`src/rtl/insn_field_decoder.sv`:
```
module insn_field_decoder (
  input  logic [31:0] insn,
  output logic        imm_fmt,
  output logic [4:0]  src_a,
  output logic [4:0]  src_b,
  output logic [4:0]  dst,
  output logic [3:0]  cond_sel,
  output logic [15:0] imm,
  output logic [3:0]  alu_op,
  output logic        reg_we,
  output logic        mem_rd,
  output logic        mem_wr,
  output logic        jump,
  output logic        jump_always,
  output logic        call,
  output logic        ret,
  output logic        use_imm,
  output logic        illegal
);
  localparam logic [4:0] SP_IDX   = 5'd31;
  localparam logic [3:0] ALU_ADD  = 4'b0000;
  localparam logic [3:0] ALU_HI   = 4'b0101;
  localparam logic [3:0] ALU_HIN  = 4'b0111;
  localparam logic [3:0] ALU_SEL  = 4'b1110;
  localparam logic [3:0] ALU_NONE = 4'b1111;
  localparam logic [3:0] CC_TRUE  = 4'b1000;

  logic [5:0] opc;
  logic [4:0] f_rt, f_rd, f_rs;
  logic [3:0] f_cc;
  logic       wr;

  assign opc  = insn[31:26];
  assign f_rt = insn[25:21];
  assign f_rd = insn[20:16];
  assign f_rs = insn[15:11];
  assign f_cc = insn[10:7];

  assign imm_fmt = opc[5];
  assign imm     = opc[5] ? insn[15:0] : 16'd0;

  always_comb begin
    src_a    = 5'd0;
    src_b    = 5'd0;
    dst      = 5'd0;
    cond_sel = 4'd0;
    alu_op   = ALU_NONE;
    wr       = 1'b0;
    mem_rd   = 1'b0;
    mem_wr   = 1'b0;
    jump     = 1'b0;
    call     = 1'b0;
    ret      = 1'b0;
    illegal  = 1'b0;
    case (opc)
      6'b000000, 6'b000001, 6'b000010, 6'b000011, 6'b000100, 6'b000110,
      6'b001000, 6'b001001, 6'b001010, 6'b001011, 6'b001100, 6'b001101: begin
        alu_op = opc[3:0]; src_a = f_rs; src_b = f_rt; dst = f_rd;
        wr = 1'b1; cond_sel = f_cc;
      end
      6'b100000, 6'b100001, 6'b100010, 6'b100011,
      6'b101000, 6'b101001, 6'b101010, 6'b101011, 6'b101100, 6'b101101: begin
        alu_op = opc[3:0]; src_b = f_rt; dst = f_rd; wr = 1'b1;
      end
      6'b010000: begin
        src_b = f_rt; dst = f_rd; mem_rd = 1'b1; wr = 1'b1; cond_sel = f_cc;
      end
      6'b010010: begin
        src_a = f_rs; src_b = f_rt; mem_wr = 1'b1; cond_sel = f_cc;
      end
      6'b010100: begin
        alu_op = ALU_SEL; src_a = f_rs; src_b = f_rt; dst = f_rd;
        wr = 1'b1; cond_sel = f_cc;
      end
      6'b011100, 6'b111100: begin
        if (f_rt[4]) illegal = 1'b1;
        else begin
          jump = 1'b1; cond_sel = f_rt[3:0];
          if (!opc[5]) src_a = f_rs;
        end
      end
      6'b011110, 6'b111110: begin
        jump = 1'b1; call = 1'b1; mem_wr = 1'b1; src_b = SP_IDX;
        cond_sel = CC_TRUE;
        if (!opc[5]) src_a = f_rs;
      end
      6'b110000: begin
        dst = f_rd; mem_rd = 1'b1; wr = 1'b1;
      end
      6'b110010: begin
        src_b = f_rt; mem_wr = 1'b1;
      end
      6'b110100, 6'b110101: begin
        alu_op = opc[0] ? ALU_HIN : ALU_HI; src_b = f_rt; dst = f_rd; wr = 1'b1;
      end
      6'b111000: begin
        alu_op = ALU_ADD; ret = 1'b1; src_b = SP_IDX; dst = SP_IDX;
        mem_rd = 1'b1; wr = 1'b1;
      end
      default: illegal = 1'b1;
    endcase
  end

  assign reg_we      = wr && (dst != 5'd0);
  assign use_imm     = opc[5] && !illegal;
  assign jump_always = jump && (cond_sel == CC_TRUE);

  always_comb begin
    a_r11_illegal_quiet: assert (!illegal ||
      !(reg_we || mem_rd || mem_wr || jump || call || ret || use_imm));
    a_r5_rd_wr_excl: assert (!(mem_rd && mem_wr));
    a_r7_call_uses_sp: assert (!call || (src_b == SP_IDX && mem_wr && jump_always));
    a_r8_ret_writes_sp: assert (!ret || (dst == SP_IDX && reg_we && mem_rd));
    a_r4_no_write_r0: assert (!reg_we || dst != 5'd0);
    a_r6_jump_no_write: assert (!jump || !reg_we);
  end
endmodule

```
`config.mk`:
```
export PLATFORM = sky130hd
export DESIGN_NAME = insn_field_decoder
export DESIGN_NICKNAME = d
export VERILOG_FILES = /design/src/rtl/insn_field_decoder.sv
export SDC_FILE = /design/constraint.sdc
export NUM_CORES = 1
export LEC_CHECK = 0
export BUFFER_PORTS_ARGS = -buffer_cell sky130_fd_sc_hd__clkbuf_2
export CAP_MARGIN = 20
export CORE_ASPECT_RATIO = 1.2
export CORE_UTILIZATION = 31
export DETAILED_ROUTE_END_ITERATION = 7
export PLACE_DENSITY_LB_ADDON = 0.05
export SYNTH_ARGS = -nofsm -noshare
export SYNTH_HDL_FRONTEND = slang
export SYNTH_SLANG_ARGS = --single-unit
```
`constraint.sdc`:
```
create_clock -name vclk -period 1.2
set_input_delay 0 -clock vclk [all_inputs]
set_output_delay 0 -clock vclk [all_outputs]
set_load 0.01 [all_outputs]
```
* Word-level counts from Yosys, hierarchy flattened
Index checks and enable logic that the tools add are counted.
** Cells by class
- Equality and inequality tests :: 34
- Multiplexer cells :: 19
- Reductions and logical operators :: 19
** Operators by type and width (count)
- $eq A6 B6 Y1 const B :: 17
- $reduce_or A28 Y1 :: 2
- $eq A6 B4 Y1 const B :: 6
- $reduce_or A32 Y1 :: 1
- $eq A6 B5 Y1 const B :: 5
- $reduce_or A27 Y1 :: 1
- $reduce_or A22 Y1 :: 1
- $pmux W5 S2 :: 2
- $mux W16 :: 1
- $pmux W4 S4 :: 1
- $pmux W5 S3 :: 1
- $reduce_or A15 Y1 :: 1
- $reduce_or A14 Y1 :: 1
- $eq A6 B2 Y1 const B :: 2
- $eq A6 B3 Y1 const B :: 2
- $pmux W4 S3 :: 1
- $mux W5 :: 2
- $mux W1 :: 7
- $eq A6 B1 Y1 const B :: 1
- $logic_not A6 Y1 :: 1
- $reduce_or A2 Y1 :: 3
- $reduce_or A3 Y1 :: 2
- $reduce_bool A5 Y1 :: 1
- $eq A4 B4 Y1 const B :: 1
- 6 further kinds :: 9
** Storage, ports and cells
- Register bits after elaboration :: 0
- Input bits :: 32
- Output and inout port bits :: 49
- Word-level logic and storage cells :: 72

* Depth between registers and ports, before layout
Gate-level depths: netlist of the first run.
- Depth in word-level cells :: 5
- Mapped depth :: 6
- Mapped depth without buffers :: 4

* Worst setup path after synthesis of the first run
No wires, ideal clock.
- Path type :: input -> output
- From :: input port insn[29]
- To :: output port use_imm
- Arrival time :: 1.099 ns
- Required time :: 1.200 ns
- Slack :: 0.101 ns
- Stages :: 5
- Buffers on the path :: 1
- Cell sequence :: buf_2 > inv_1 > mux2_2 > o211a_4 > a21boi_1
** On the way
- Longest elaborated chain between the ends :: 5
- Elaborated cells on any way between the ends :: 39
- Classes of those cells :: eq/ne (33); mux (1); reduce/logical (5)
** RTL lines
- start, declared :: RTL line 2 : input logic [31:0] insn,
- $eq A6 B5 Y1, or another cell as far along :: RTL line 55 : case (opc)
- $reduce_or A32 Y1 (no source line) / $reduce_or A2 Y1 (equally long branches)
- $pmux W1 S2 * :: RTL line 55
- $logic_not A1 Y1 * :: RTL line 105 : assign use_imm = opc[5] && !illegal;
- $logic_and A1 B1 Y1 * :: RTL line 105
- end, declared :: RTL line 17 : output logic use_imm,
Mark *: on every way between the ends. The rest lies on a longest branch, timed or not.

* Worst setup path after layout of the first run
- From :: input port insn[29]
- To :: output port src_b[2]
** On the way
- Longest elaborated chain between the ends :: 3
- Elaborated cells on any way between the ends :: 34
- Classes of those cells :: eq/ne (30); mux (1); reduce/logical (3)
** RTL lines
- $eq A6 B6 Y1, or another cell as far along :: RTL line 55
- $reduce_or A28 Y1 (no source line) / $reduce_or A3 Y1 (equally long branches)
- $pmux W5 S2 * :: RTL line 55
- end, declared :: RTL line 5 : output logic [4:0] src_b,
Marks and branches as above.

==> impl_metrics.ini, run 1 <==
[power_and_ir_drop]
switching_share = 0.5222
p_switching_mw = 0.2771
vdd_drop_max_mv = 0.1941
power_frac_seq = 0
power_density_nw_per_um2 = 385.2
p_total_mw = 0.5307
p_leak_nw = 0.7535
clkPwrFrac = 0
p_comb_frac = 1.000
p_int_mw = 0.2536

[drt]
drt_iter0_markers = 20
wl_per_cell_um = 11.78
num_vias = 1263
wl_um = 2933
drc_errors = 0
drtAntennaViolNets = 0
dr.pass1.iters = 4
avgViaCountPerCell = 5.072

[place]
dp_hpwl_um = 2464
io_buffer_count = 81
gp_congestion = 0.8523

[floorplanning]
dieArea_um2 = 2724
start_util = 0.3351
num_rows = 19
io_pins = 81
die_y_um = 56.98
die_x_um = 47.81
coreArea_um2 = 2330

[cells_and_area]
syn2layout_area_growth_pct = 76.44
seq_cells = 0
nClkBuffers = 0
seq_area_um2 = 0
fin_nets = 252
fin_util = 0.5913
layout-drive-gt1-share = 0.5505
layout_common_cells = 73 x clkbuf_2, 22 x and2_1, 22 x buf_4
num-fill-cells = 241
multi_input_area_um2 = 726.9
antennaDiodeCount = 0
final_common_cell = clkbuf_2

[min_path]
min-delay-start = insn[5]
holdPathStages = 3
min_path_type = input port to output pin
min_to = imm[5]

[timing]
report.final.slew_viol_count = 0
worst_pin_slew_ns = 0.2844
rsz0062_at_grt = true
layout_min_cycle_time_ns = 1.179
finalSetupViolCount = 0
finalHoldViolations = 0
slew_headroom = 0.8100
min_period_over_period = 0.9828
clock.fmax_mhz = 847.9
fin_tns_setup_ns = 0

[synth]
synthesis.nets = 159
yosysWarnings = 0
yosysSeqAreaShare = 0
synth_top_area_frac = 0.1763
synth.distinct_cells = 41
yosys-top-cells-area = and2_1 18%, o21ai_0 7.1%, nor2_1 6.7%
synth.largest_area_cell = and2_1
syn_area_um2 = 780.7
avgSynthCellArea_um2 = 6.148
synthCells = 127

[global_routing]
grt_pass1_vias = 1070
antenna_found_initial = 0
grt_pass1_wl_um = 4250
grt_overflow = 0
grt_max_degree = 19
grt.total_usage = 0.1981

[critical_path]
crit_fanout = 7
crit_family = buffers and inverters
critical_path_class = input port to output pin
worst_setup_path_end_kind = output pin
path_cells = clkbuf_4 > inv_1 > buf_4 > o21ai_0 > a221oi_2 > buf_4 > o21ai_0 > buf_2
worst-endpoint-required_ns = 1.20
cp.arrival_ns = 1.18
slowest_stage = o21ai_0
cp_slowest_stage_delay_ns = 0.24
crit_buf_inv = 5
startpoint_type = input port

[clocking]
cts.hold.buffers_added = 0

[run_status]
status = completed

[job]
cap_violations = 0
==> per-stage QoR <==
| step | instance area, um2 | setup slack [ns] | hold slack [ns] | cells |
|---|---|---|---|---|
| after global routing | 1378 | -0.04888 | 0.3226 | 249 |
| final | 1378 | 0.02067 | 0.2982 | 249 |
| after floorplan | 780.7 | 0.1009 | 0.07043 | 127 |
| after global placement | 1311 | 0.01052 | 0.2972 | 248 |
| after CTS | 1320 | 0.02218 | 0.3025 | 248 |
| after detailed placement | 1311 | -0.02123 | 0.3011 | 248 |
==> power by group through the flow <==
stage	clock, mW	sequential [mW]	combinational, mW
after CTS	0	0	0.503
after floorplan	0	0	0.269
after global routing	0	0	0.582
after global placement	0	0	0.491
after detailed placement	0	0	0.498
final	0	0	0.531
==> cells by family (layout without fill, tap and decap cells) <==
kind of cell,Yosys count,in the layout,share of synthesized area
XOR/XNOR,1,1,0.01122
AND/OR/NAND/NOR,66,66,0.4920
AO/OA/AOI/OAI,38,38,0.3526
multiplexers,1,1,0.01442
buffers and inverters,21,112,0.1298
==> synth_stat cells, drive strengths merged, types with 2 or more instances <==
library cell / count
a21bo: 2
a22o: 3
o21ai: 13
and2: 22
o22ai: 2
or2: 2
nand4: 2
clkbuf: 2
a21oi: 6
a211oi: 2
o211a: 2
nand2: 7
inv: 10
nor4: 2
nor2b: 5
nand3: 6
nor3: 3
nor2: 14
buf: 9
==> layer usage <==
| metal | GRT usage | share of wire | vias up |
|---|---|---|---|
| met1 | 0.2231 | 0.42 | 573 |
| met2 | 0.3938 | 0.50 | 61 |
| met3 | 0 | 0.060 | 4 |
| li1 | - | - | 625 |
| met4 | 0.02778 | 0.014 | 0 |
| met5 | 0 | 0 | - |
==> final cells by class <==
| class | instances | share of cell area |
|---|---|---|
| timing repair buffer | 102 | 0.4169 |
| multi-input combinational | 106 | 0.5277 |
| inverter | 10 | 0.02725 |
| tap | 31 | 0.02816 |
==> worst max path at each step <==
stage             start        to  slack, ns  cells past startpoint
5_1_grt        insn[30]  src_b[3]      -0.05                      9
6_report       insn[29]  src_b[2]       0.02                      8
3_3_place_gp   insn[29]  src_a[3]       0.01                      7
3_5_place_dp   insn[28]  src_b[4]      -0.02                      7
2_1_floorplan  insn[29]   use_imm       0.10                      5
4_1_cts        insn[29]  src_a[2]       0.02                      7
==> timing repair <==
item                                    CTS  global route
pin swaps                                 1             3
endpoints found under the hold margin     0             0
setup buffers                             0             1
gates resized for setup                   3            23
endpoints found under the setup margin   14            16
(Power assumes the default switching activity.)
==> inputs of run 2 (changes only) <==
PLACE_DENSITY = 0.72   (was default)
PLACE_DENSITY_LB_ADDON = default   (was 0.05)
==> run 2 against run 1 <==
Final cell count is 0.80% higher; core utilization is 0.64 points higher; die area stayed put; cell area is 1.1% higher; highest routed layer unchanged; total power hardly changed; first-iteration DRC count is 20% higher; critical path depth is 1 lower; via count is 1.0% higher; wire length is 1.8% higher; count of clock-buffer cells in the layout stayed put; setup slack better by 0.038 ns; largest cell class unchanged; fmax is 3.3% higher.
==> impl_metrics.ini, run 2 (synthesis gave the netlist of run 1 again) <==
[run_status]
status = completed

[drt]
avgViaCountPerCell = 5.084
drtAntennaViolNets = 0
dr.pass1.iters = 4
wl_um = 2985
drt_iter0_markers = 24
num_vias = 1276
drc_errors = 0
wl_per_cell_um = 11.89

[power_and_ir_drop]
clkPwrFrac = 0
p_switching_mw = 0.2776
power_density_nw_per_um2 = 381.0
p_int_mw = 0.2530
p_total_mw = 0.5306
power_frac_seq = 0
switching_share = 0.5231
vdd_drop_max_mv = 0.1776
p_leak_nw = 0.7710
p_comb_frac = 1.000

[cells_and_area]
fin_util = 0.5977
num-fill-cells = 236
syn2layout_area_growth_pct = 78.37
fin_nets = 254
seq_area_um2 = 0
nClkBuffers = 0
antennaDiodeCount = 0
final_common_cell = clkbuf_2
seq_cells = 0
layout_common_cells = 72 x clkbuf_2, 22 x and2_1, 20 x buf_4
layout-drive-gt1-share = 0.5591

[timing]
layout_min_cycle_time_ns = 1.141
slew_headroom = 0.8114
report.final.slew_viol_count = 0
min_period_over_period = 0.9511
worst_slack_ns = 0.05863
clock.fmax_mhz = 876.1
finalSetupViolCount = 0
finalHoldViolations = 0
worst_pin_slew_ns = 0.2800

[floorplanning]
coreArea_um2 = 2330
die_y_um = 56.98
die_x_um = 47.81
start_util = 0.3351
io_pins = 81
num_rows = 19
dieArea_um2 = 2724

[critical_path]
cp_slowest_stage_delay_ns = 0.21
crit_family = compound AO/OA/AOI/OAI gates
worst-endpoint-required_ns = 1.20
path_cells = clkbuf_4 > buf_4 > a21bo_2 > a21oi_1 > o211a_1 > and2_1 > clkbuf_2
slowest_stage = o211a_1
critical_path_class = input port to output pin
crit_fanout = 8
crit_buf_inv = 3
startpoint_type = input port
worst_setup_path_end_kind = output pin
cp.arrival_ns = 1.14

[place]
gp_congestion = 0.8122
dp_worst_setup_slack_ns = -0.01169
io_buffer_count = 81
dp_hpwl_um = 2327

[global_routing]
grt_util_met3 = 0.01266
grt_overflow = 0
grt_max_degree = 21
busiest_layer = met2
grt.total_usage = 0.1999
grtUsageMet1 = 0.2346
grt_use_met2 = 0.3803
grt_pass1_wl_um = 4271
antenna_found_initial = 0
grt_pass1_vias = 1069

[min_path]
min_path_type = input port to output pin

[job]
cap_violations = 0
-- run 2: layer usage --
layer  wire [um]  up-vias
met2        1584       59
met3         246        2
met1        1143      586
met5           0        -
li1            -      629
met4          10        0
-- run 2: stage by stage --
step	instance area, um2	hold WS [ns]	std cells	setup TNS, ns
2_1_floorplan	780.7	0.07043	127	0
3_3_place_gp	1304	0.2963	247	0
3_5_place_dp	1304	0.2996	247	-0.01169
4_1_cts	1308	0.2990	247	0
5_1_grt	1393	0.3086	251	-0.07661
6_report	1393	0.2964	251	0
-- run 2: power by group through the flow --
stage	combinational, mW	sequential (mW)	clock, mW
after CTS	0.492	0	0
after global placement	0.485	0	0
after global routing	0.583	0	0
after detailed placement	0.489	0	0
final	0.531	0	0
after floorplan	0.269	0	0
-- run 2: layout make-up --
cell class                      instances  area [um2]  area share
Multi-Input combinational cell        106       721.9      0.5184
Timing Repair Buffer                  104       594.3      0.4268
Tap cell                               31       38.79     0.02785
Inverter                               10       37.54     0.02695
-- run 2: path summary, 6_finish.rpt --
path	start	end	cells after the start
worst max-delay path	insn[29]	src_a[1]	7
worst min-delay path	insn[6]	imm[6]	3
-- run 2: timing repair --
action                                 in CTS  in global routing
setup endpoints to repair                   1                 22
hold buffers                                0                  0
endpoints found under the hold margin       0                  0
setup buffers                               0                  3
pin swaps                                   0                  4
gates cloned                                0                  1
resized for setup                           1                 32
==> inputs of run 3 (changes only) <==
REMOVE_ABC_BUFFERS = 1   (was default)
==> run 3 against run 2 <==
Fmax is essentially flat; global-route usage is 0.12 points higher; core utilization shrank 0.75 points; final cell count is 0.40% lower; flip-flop and latch count did not move; wire length down 1.5%; hold slack improved by 0.0031 ns; count of clock-buffer cells in the layout unchanged; non-clock buffer count fell by 1; combinational power down 2%; first-iteration DRC count decreased by 21%; sequential share of layout area did not move.
==> impl_metrics.ini, run 3 (synthesis gave the netlist of run 1 again) <==
[timing]
finalSetupViolCount = 0
min_period_over_period = 0.9502
clock.fmax_mhz = 877.0
report.final.slew_viol_count = 0
worst_pin_slew_ns = 0.3363
holdWs_ns = 0.2995
layout_min_cycle_time_ns = 1.140
slew_headroom = 0.7758
fin_tns_setup_ns = 0
finalHoldViolations = 0

[floorplanning]
coreArea_um2 = 2330
num_rows = 19
dieArea_um2 = 2724
die_y_um = 56.98
die_x_um = 47.81
start_util = 0.3351
io_pins = 81

[drt]
drt_iter0_markers = 19
dr.pass1.iters = 4
drtAntennaViolNets = 0
drc_errors = 0
num_vias = 1236
wl_um = 2941
avgViaCountPerCell = 4.944
wl_per_cell_um = 11.76

[run_status]
status = completed

[critical_path]
slowest_stage = o211a_1
worst_setup_path_end_kind = output pin
critical_path_class = input port to output pin
cp.arrival_ns = 1.14
worst-endpoint-required_ns = 1.20
path_cells = clkbuf_4 > buf_6 > a21bo_2 > a21oi_1 > o211a_1 > and2_4 > clkbuf_2
crit_buf_inv = 3
crit_fanout = 8
startpoint_type = input port
crit_family = compound AO/OA/AOI/OAI gates
cp_slowest_stage_delay_ns = 0.21

[power_and_ir_drop]
switching_share = 0.5270
p_int_mw = 0.2451
power_frac_seq = 0
clkPwrFrac = 0
vdd_drop_max_mv = 0.2231
p_comb_frac = 1.000
p_switching_mw = 0.2731
power_density_nw_per_um2 = 376.9
p_total_mw = 0.5183
p_leak_nw = 0.7657

[cells_and_area]
nClkBuffers = 0
fin_nets = 253
num-fill-cells = 246
seq_area_um2 = 0
syn2layout_area_growth_pct = 76.12
seq_cells = 0
final_cell_area_um2 = 1375
multi_input_area_um2 = 718.2
layout-drive-gt1-share = 0.5479
fin_util = 0.5902
antennaDiodeCount = 0
layout_common_cells = 79 x clkbuf_2, 21 x and2_1, 20 x buf_4
final_common_cell = clkbuf_2

[min_path]
min-delay-start = insn[4]
min_to = imm[4]
holdPathStages = 3
min_path_type = input port to output pin

[place]
io_buffer_count = 81
dp_hpwl_um = 2420
gp_congestion = 0.8290
dpl_cell_area_um2 = 1319

[global_routing]
grt_max_degree = 17
grt.total_usage = 0.2011
grt_pass1_wl_um = 4319
grt_overflow = 0
grt_pass1_vias = 1040
antenna_found_initial = 0

[clocking]
cts.hold.buffers_added = 0

[job]
cap_violations = 0
[run 3: repair_timing]
action / CTS / global route
gates resized for setup: 3 / 15
pin swaps: 0 / 2
buffers inserted: 0 / 0
gates cloned: 0 / 1
endpoints found under the setup margin: 7 / 16
[run 3: area by class of cell]
type | instances | share of cell area
well taps | 31 | 0.02821
inverters | 10 | 0.02730
repair buffers | 103 | 0.4222
multi-input cells | 106 | 0.5223
[run 3: worst max path at each step]
| stage | from | endpoint | cells after the start |
|---|---|---|---|
| 6_report | insn[29] | src_a[1] | 7 |
| 5_1_grt | insn[31] | src_a[1] | 6 |
| 4_1_cts | insn[29] | cond_sel[0] | 7 |
| 3_5_place_dp | insn[31] | cond_sel[0] | 6 |
| 3_3_place_gp | insn[31] | cond_sel[2] | 6 |
| 2_1_floorplan | insn[26] | src_b[0] | 4 |
[run 3: per-stage QoR]
step	std cells	setup WS (ns)
after floorplan	116	0.2747
after global placement	249	-0.04959
after detailed placement	249	-0.03099
after CTS	249	0.003526
after global routing	250	-0.002911
final	250	0.05975
[run 3: power groups by stage]
stage / Combinational, mW / Clock, mW / Sequential (mW)
5_1_grt: 0.568 / 0 / 0
3_5_place_dp: 0.491 / 0 / 0
4_1_cts: 0.495 / 0 / 0
3_3_place_gp: 0.484 / 0 / 0
2_1_floorplan: 0.224 / 0 / 0
6_report: 0.518 / 0 / 0
[run 3: metal layers]
metal,track usage,part of all wire,vias to the layer above
met4,0.02778,0.016,0
met5,0,0,-
met3,0.01266,0.054,6
met2,0.3687,0.52,50
li1,-,-,627
met1,0.2500,0.41,553
[run 3: tightest hold or removal path, cell delays in order]
cell and delay, ns:
clkbuf_2 0.07, and2_1 0.11, clkbuf_2 0.12
